File: src/rtl/ghk_pkg.sv
package ghk_pkg;
  localparam int unsigned BLK_W = 128;
  typedef logic [BLK_W-1:0] blk_t;

  // fold applied when doubling pushes a coefficient past x^127
  localparam blk_t FOLD_C = {64'hC200_0000_0000_0000, 64'h0000_0000_0000_0001};
  // reflected polynomial divided by x, with its x^0 term dropped
  localparam blk_t DIVX_C = {8'hE1, 120'h0};

  typedef enum logic [1:0] {
    S_IDLE,
    S_KICK,
    S_WAIT,
    S_DONE
  } seq_st_e;
endpackage

File: src/rtl/ghk_prescale.sv
module ghk_prescale
  import ghk_pkg::*;
(
  input  blk_t key_i,
  output blk_t hprime_o
);
  logic carry_out;
  blk_t doubled;

  always_comb begin
    carry_out = key_i[BLK_W-1];
    doubled   = {key_i[BLK_W-2:0], 1'b0};
    hprime_o  = carry_out ? (doubled ^ FOLD_C) : doubled;
  end
endmodule

File: src/rtl/ghk_rmul.sv
// Iterative reflected-domain multiplier: a*b*x^-127 mod RPOLY.
// Bits of a are consumed LSB first; each step divides the running sum
// by x before adding a_k*b, so bit 0 ends up weighted by x^-127.
module ghk_rmul
  import ghk_pkg::*;
#(
  parameter int unsigned BPC = 4
) (
  input  logic clk,
  input  logic rst_n,
  input  logic clear_i,
  input  logic start_i,
  input  blk_t a_i,
  input  blk_t b_i,
  output logic busy_o,
  output logic done_o,
  output blk_t prod_o
);
  localparam int unsigned STEPS = BLK_W / BPC;
  localparam int unsigned CW    = (STEPS > 1) ? $clog2(STEPS) : 1;
  localparam logic [CW-1:0] LAST = CW'(STEPS - 1);

  blk_t acc_q, acc_d;
  blk_t opa_q, opa_d;
  blk_t opb_q, opb_d;
  logic [CW-1:0] cnt_q, cnt_d;
  logic busy_q, busy_d;
  logic done_q, done_d;
  logic op_en;

  blk_t chain [BPC+1];
  assign chain[0] = acc_q;

  for (genvar g = 0; g < BPC; g++) begin : g_step
    blk_t divided;
    assign divided    = {1'b0, chain[g][BLK_W-1:1]} ^ (chain[g][0] ? DIVX_C : '0);
    assign chain[g+1] = divided ^ (opa_q[g] ? opb_q : '0);
  end

  always_comb begin
    acc_d  = acc_q;
    opa_d  = opa_q;
    opb_d  = opb_q;
    cnt_d  = cnt_q;
    busy_d = busy_q;
    done_d = 1'b0;
    if (clear_i) begin
      busy_d = 1'b0;
    end else if (start_i) begin
      acc_d  = '0;
      opa_d  = a_i;
      opb_d  = b_i;
      cnt_d  = '0;
      busy_d = 1'b1;
    end else if (busy_q) begin
      acc_d = chain[BPC];
      opa_d = opa_q >> BPC;
      cnt_d = cnt_q + CW'(1);
      if (cnt_q == LAST) begin
        busy_d = 1'b0;
        done_d = 1'b1;
      end
    end
  end

  assign op_en = start_i | busy_q;

  always_ff @(posedge clk or negedge rst_n) begin
    if (!rst_n) begin
      acc_q <= '0;
      opa_q <= '0;
      opb_q <= '0;
      cnt_q <= '0;
    end else if (op_en) begin
      acc_q <= acc_d;
      opa_q <= opa_d;
      opb_q <= opb_d;
      cnt_q <= cnt_d;
    end
  end

  always_ff @(posedge clk or negedge rst_n) begin
    if (!rst_n) begin
      busy_q <= 1'b0;
      done_q <= 1'b0;
    end else begin
      busy_q <= busy_d;
      done_q <= done_d;
    end
  end

  assign busy_o = busy_q;
  assign done_o = done_q;
  assign prod_o = acc_q;
endmodule

File: src/rtl/ghk_table.sv
module ghk_table
  import ghk_pkg::*;
#(
  parameter int unsigned DEPTH = 8,
  localparam int unsigned IW = (DEPTH > 1) ? $clog2(DEPTH) : 1
) (
  input  logic          clk,
  input  logic          rst_n,
  input  logic          wr_en_i,
  input  logic [IW-1:0] wr_idx_i,
  input  blk_t          wr_data_i,
  input  logic [IW-1:0] rd_idx_i,
  output blk_t          rd_data_o,
  input  logic [IW-1:0] opb_idx_i,
  output blk_t          opb_data_o,
  output blk_t          base_o
);
  blk_t ent [DEPTH];

  for (genvar e = 0; e < DEPTH; e++) begin : g_ent
    logic we;
    blk_t q;
    assign we = wr_en_i && (wr_idx_i == IW'(e));
    always_ff @(posedge clk or negedge rst_n) begin
      if (!rst_n) begin
        q <= '0;
      end else if (we) begin
        q <= wr_data_i;
      end
    end
    assign ent[e] = q;
  end

  assign rd_data_o  = ent[rd_idx_i];
  assign opb_data_o = ent[opb_idx_i];
  assign base_o     = ent[0];
endmodule

File: src/rtl/ghk_seq.sv
module ghk_seq
  import ghk_pkg::*;
#(
  parameter int unsigned DEPTH = 8,
  localparam int unsigned IW = (DEPTH > 1) ? $clog2(DEPTH) : 1
) (
  input  logic          clk,
  input  logic          rst_n,
  input  logic          load_i,
  input  logic [IW-1:0] nm1_i,
  input  logic          mul_done_i,
  output logic          mul_start_o,
  output logic          mul_clear_o,
  output logic          wr_en_o,
  output logic          wr_sel_key_o,
  output logic [IW-1:0] wr_idx_o,
  output logic [IW-1:0] opb_idx_o,
  output logic [IW-1:0] nm1_o,
  output logic          ready_o
);
  seq_st_e       st_q, st_d;
  logic [IW-1:0] idx_q, idx_d;
  logic [IW-1:0] nm1_q, nm1_d;

  always_comb begin
    st_d         = st_q;
    idx_d        = idx_q;
    nm1_d        = nm1_q;
    mul_start_o  = 1'b0;
    wr_en_o      = 1'b0;
    wr_sel_key_o = 1'b0;
    wr_idx_o     = idx_q;
    if (load_i) begin
      nm1_d        = nm1_i;
      idx_d        = IW'(1);
      wr_en_o      = 1'b1;
      wr_sel_key_o = 1'b1;
      wr_idx_o     = '0;
      st_d         = (nm1_i == '0) ? S_DONE : S_KICK;
    end else begin
      case (st_q)
        S_KICK: begin
          mul_start_o = 1'b1;
          st_d        = S_WAIT;
        end
        S_WAIT: begin
          if (mul_done_i) begin
            wr_en_o = 1'b1;
            if (idx_q == nm1_q) begin
              st_d = S_DONE;
            end else begin
              idx_d = idx_q + IW'(1);
              st_d  = S_KICK;
            end
          end
        end
        default: begin
        end
      endcase
    end
  end

  always_ff @(posedge clk or negedge rst_n) begin
    if (!rst_n) begin
      st_q  <= S_IDLE;
      idx_q <= '0;
      nm1_q <= '0;
    end else begin
      st_q  <= st_d;
      idx_q <= idx_d;
      nm1_q <= nm1_d;
    end
  end

  assign mul_clear_o = load_i;
  assign opb_idx_o   = idx_q - IW'(1);
  assign nm1_o       = nm1_q;
  assign ready_o     = (st_q == S_DONE);
endmodule

File: src/rtl/ghk_powers.sv
module ghk_powers
  import ghk_pkg::*;
#(
  parameter int unsigned MAX_POWERS     = 8,
  parameter int unsigned BITS_PER_CYCLE = 4,
  localparam int unsigned IW = (MAX_POWERS > 1) ? $clog2(MAX_POWERS) : 1
) (
  input  logic          clk,
  input  logic          rst_n,
  input  logic          load_i,
  input  logic [127:0]  key_i,
  input  logic [IW-1:0] count_m1_i,
  input  logic [IW-1:0] rd_idx_i,
  output logic [127:0]  rd_data_o,
  output logic          rd_stale_o,
  output logic          ready_o
);
  blk_t          hprime;
  blk_t          prod;
  blk_t          base;
  blk_t          opb;
  blk_t          wr_data;
  logic          mul_busy;
  logic          mul_done;
  logic          mul_start;
  logic          mul_clear;
  logic          wr_en;
  logic          wr_sel_key;
  logic [IW-1:0] wr_idx;
  logic [IW-1:0] opb_idx;
  logic [IW-1:0] nm1;

  ghk_prescale u_pre (
    .key_i    (key_i),
    .hprime_o (hprime)
  );

  ghk_seq #(.DEPTH(MAX_POWERS)) u_seq (
    .clk          (clk),
    .rst_n        (rst_n),
    .load_i       (load_i),
    .nm1_i        (count_m1_i),
    .mul_done_i   (mul_done),
    .mul_start_o  (mul_start),
    .mul_clear_o  (mul_clear),
    .wr_en_o      (wr_en),
    .wr_sel_key_o (wr_sel_key),
    .wr_idx_o     (wr_idx),
    .opb_idx_o    (opb_idx),
    .nm1_o        (nm1),
    .ready_o      (ready_o)
  );

  ghk_rmul #(.BPC(BITS_PER_CYCLE)) u_mul (
    .clk     (clk),
    .rst_n   (rst_n),
    .clear_i (mul_clear),
    .start_i (mul_start),
    .a_i     (base),
    .b_i     (opb),
    .busy_o  (mul_busy),
    .done_o  (mul_done),
    .prod_o  (prod)
  );

  assign wr_data = wr_sel_key ? hprime : prod;

  ghk_table #(.DEPTH(MAX_POWERS)) u_tab (
    .clk        (clk),
    .rst_n      (rst_n),
    .wr_en_i    (wr_en),
    .wr_idx_i   (wr_idx),
    .wr_data_i  (wr_data),
    .rd_idx_i   (rd_idx_i),
    .rd_data_o  (rd_data_o),
    .opb_idx_i  (opb_idx),
    .opb_data_o (opb),
    .base_o     (base)
  );

  assign rd_stale_o = !ready_o || (rd_idx_i > nm1);
endmodule

File: config.mk
export PLATFORM = sky130hd
export DESIGN_NAME = ghk_powers
export DESIGN_NICKNAME = d
export VERILOG_FILES = /design/src/rtl/ghk_pkg.sv /design/src/rtl/ghk_prescale.sv /design/src/rtl/ghk_rmul.sv /design/src/rtl/ghk_table.sv /design/src/rtl/ghk_seq.sv /design/src/rtl/ghk_powers.sv
export SDC_FILE = /design/constraint.sdc
export NUM_CORES = 2
export LEC_CHECK = 0
export ABC_CLOCK_PERIOD_IN_PS = 2290
export BUFFER_PORTS_ARGS = -buffer_cell sky130_fd_sc_hd__buf_2
export CORE_UTILIZATION = 57
export CTS_CLUSTER_DIAMETER = 30
export DETAILED_ROUTE_END_ITERATION = 10
export PLACE_DENSITY_LB_ADDON = 0.15
export SLEW_MARGIN = 20
export SYNTH_ARGS = -nofsm -noshare
export SYNTH_HDL_FRONTEND = slang
export SYNTH_SLANG_ARGS = --single-unit
File: constraint.sdc
create_clock -name clk -period 2.29 [get_ports clk]
set_clock_uncertainty 0.1 [all_clocks]
set_input_delay 0.3435 -clock clk [delete_from_list [all_inputs] [get_ports clk]]
set_output_delay 0.3435 -clock clk [all_outputs]
set_load 0.005 [all_outputs]
==> flow_summary.json <==
{
  "cp-end-kind": "primary output",
  "holdCritStartpoint": "key_i[126]",
  "wl_met1_mm": 92.4,
  "die_h_um": 362,
  "path_clk_slew_ns": 0.05,
  "fin_setup_tns_ns": -44.59,
  "syn_nets": 7074,
  "htree_levels": 5,
  "wl_met2_mm": 115,
  "synth-seq-cells": 1423,
  "overflow": 0,
  "syn_to_final_growth_pct": 31.8,
  "coreArea_sq_um": 128000,
  "syn_area_sq_um": 73800,
  "root_buffer": "clkbuf_16",
  "min_path_type": "input pin to flip-flop",
  "grt_usage_pct": 36.6,
  "grt_setup_unrepaired": "yes",
  "fin_nets": 8113,
  "hold_ws_ns": 0.114,
  "finalSetupViolCount": 135,
  "arrival_ns": 2.32,
  "drive_gt1_share_pct": 29.3,
  "hold_violations": 0,
  "synth.distinct_cells": 42,
  "startpoint_type": "flip-flop",
  "port_buffers": 266,
  "finalWorstSetupSlack_ns": -0.469,
  "crit_start": "u_seq.nm1_o[1]",
  "worstPathRequired_ns": 1.85,
  "fmax_mhz": 362,
  "via_per_inst": 6.21,
  "start_util_pct": 57.6,
  "die_area_sq_um": 131000,
  "clock_path_buffers": 4,
  "final_cell_area_sq_um": 97200,
  "cts_tree": "done",
  "drc": 0,
  "fin_cells": 9950,
  "final.min_clock_period_ns": 2.76,
  "first_pass_iters": 8,
  "ant_nets": 0,
  "grt_start_max_net_pins": 119,
  "slew_viol_final": 0,
  "antenna_found_initial": 6,
  "yosysWarnings": 0,
  "ys_seq_area_share_pct": 48.3,
  "grt_pass1_vias": 62200,
  "place.gp.congestion": 0.888,
  "path_max_fanout": 2,
  "clock_sinks": 1423,
  "leakage_nw": 43.3,
  "drv_cap": 0,
  "r2r-start": "u_seq.idx_q[0]",
  "io_pins": 267,
  "place_inst": 8796,
  "pre_cts_slack_ns": -0.0692,
  "power-per-cell-area_nw_per_um2": 1000,
  "avgSynthCellArea_sq_um": 10.6,
  "synthCells": 6930,
  "top_layer_used": "met5",
  "place_area_sq_um": 80000,
  "wl_per_cell_um": 24.3,
  "ir_drop_v": 0.000971,
  "violations": "negative setup slack",
  "clk-insertion-delay-late_ns": 0.93,
  "synth_edf_count": 0,
  "synthFlopType": "dfrtp_1",
  "rows": 131,
  "slew_headroom_pct": 43.9,
  "drt_first_iter_violations": 6193,
  "die_x_um": 362,
  "async_reset_ff_share_pct": 100,
  "worstSetupPathType": "flip-flop to primary output",
  "outcome": "complete, but fails checks",
  "drt_wl_total_mm": 242,
  "routed-wl-met3_mm": 22.6,
  "fin_crit_sh_pct": 120,
  "grt_pass1_wl_mm": 368,
  "via_count": 61800,
  "hpwl_mm": 144,
  "numCtsBuffers": 331,
  "worst_slew_pin_slew_ns": 0.818
}
==> area by class of cell <==
cell class | instances | area (sq um)
Inverter | 57 | 214
Timing Repair Buffer | 1256 | 11700
Tap cell | 1729 | 2160
Multi-Input combinational cell | 4900 | 36200
Antenna cell | 4 | 10.0
Fill cell | 7914 | 30800
Sequential cell | 1423 | 35700
Clock inverter | 173 | 2150
Clock buffer | 408 | 9020
==> sequential cells by signal, indices dropped and copies added, names as in the netlist, 2 cells and up <==
name and cells:
u_seq.idx_q 3, u_seq.st_q 2, u_mul.prod_o 128, u_mul.opa_q 128, u_mul.opb_q 128, u_mul.cnt_q 5, u_tab.g_ent.q 896, u_seq.nm1_o 3
u_tab.base_o 128
==> metrics by stage <==
stage	util, %	total power [W]
after global placement	62.5	0.0475
after CTS	75.0	0.0971
final	76.0	0.0975
after global routing	76.0	0.101
after floorplan	-	0.0413
after detailed placement	62.5	0.0480
==> routing by layer <==
metal | track usage, % | up-vias
li1 | - | 26400
met4 | 18.5 | 6
met5 | 0 | -
met3 | 7.69 | 714
met2 | 57.6 | 3452
met1 | 48.4 | 31200
==> synthesized netlist by cell type (all sizes together) (5+ instances only) <==
cell type / count / area, sq um
nand2: 1839 / 6900
dfrtp: 1423 / 35600
nor2: 176 / 661
mux2i: 253 / 2530
xnor2: 394 / 3450
a31oi: 39 / 244
ha: 7 / 87.6
clkbuf: 360 / 1350
a222oi: 49 / 490
mux2: 129 / 1450
nand3: 8 / 40.0
xor2: 129 / 1130
a21oi: 133 / 666
o21ai: 1160 / 5810
a32oi: 36 / 315
xnor3: 5 / 113
mux4: 512 / 11500
buf: 190 / 928
inv: 57 / 214
==> power by group <==
| part | internal, W | switching [W] | total, W |
|---|---|---|---|
| Sequential | 0.0283 | 0.00352 | 0.0318 |
| Clock | 0.0323 | 0.0151 | 0.0473 |
| Combinational | 0.00876 | 0.00953 | 0.0183 |
==> cell usage in the layout (no fill, tap or decap), types with 4 or more instances in the layout <==
cell type / count
a21oi_1: 131
clkinvlp_4: 42
buf_16: 9
clkinv_2: 38
nand2_1: 1836
buf_2: 148
dfrtp_4: 5
dlygate4sd3_1: 130
inv_6: 23
mux2_4: 111
clkbuf_16: 345
nor2_1: 174
clkbuf_1: 41
xor2_1: 128
dfrtp_2: 72
buf_4: 719
nand3_1: 7
clkbuf_8: 29
dfrtp_1: 1346
buf_12: 127
xnor2_1: 394
inv_1: 54
a222oi_1: 49
buf_6: 114
o21ai_0: 1100
a31oi_1: 38
mux2_2: 18
o21ai_1: 59
diode_2: 4
bufinv_16: 39
mux2i_1: 250
mux4_2: 512
ha_1: 5
clkinv_4: 29
a32oi_1: 36
xnor3_1: 5
==> kinds of logic after synthesis <==
| group | Yosys count | synth area share, % |
|---|---|---|
| AND/OR/NAND/NOR | 2044 | 10.5 |
| AO/OA/AOI/OAI | 1426 | 10.3 |
| flip-flops | 1423 | 48.3 |
| multiplexers | 894 | 21.0 |
| buffers and inverters | 607 | 3.38 |
| XOR/XNOR | 529 | 6.40 |
| adder cells (fa/ha/maj) | 7 | 0.119 |
==> worst max-delay path, cell delays in order (launching register included) <==
cell	delay, ns
dfrtp_1	0.38
inv_2	0.09
ha_4	0.20
nor2b_4	0.12
o21a_1	0.17
o21ai_1	0.13
buf_4	0.16
nand2_1	0.05
buf_2	0.13
==> path summary, 6_finish.rpt <==
kind	cells past startpoint	slack (ns)	to
max in group asynchronous	3	1.24	u_tab.g_ent[6].q[40]
setup / recovery	8	-0.47	rd_stale_o
setup reg to reg	6	-0.06	u_tab.g_ent[6].q[46]
hold / removal	6	0.11	u_tab.g_ent[2].q[127]
hold reg to reg	2	0.39	u_mul.opa_q[43]
min in group asynchronous	3	0.14	u_tab.g_ent[7].q[8]
==> timing repair <==
| item | in CTS | in global routing |
|---|---|---|
| endpoints found under the setup margin | 132 | 362 |
| setup buffers | 332 | 100 |
| gates resized for setup | 272 | 46 |
| hold buffers | 131 | 0 |
| gates cloned | 0 | 6 |
| pin swaps | 1 | 3 |
| endpoints found under the hold margin | 2508 | 0 |
Power figures use the tool's default switching activity.
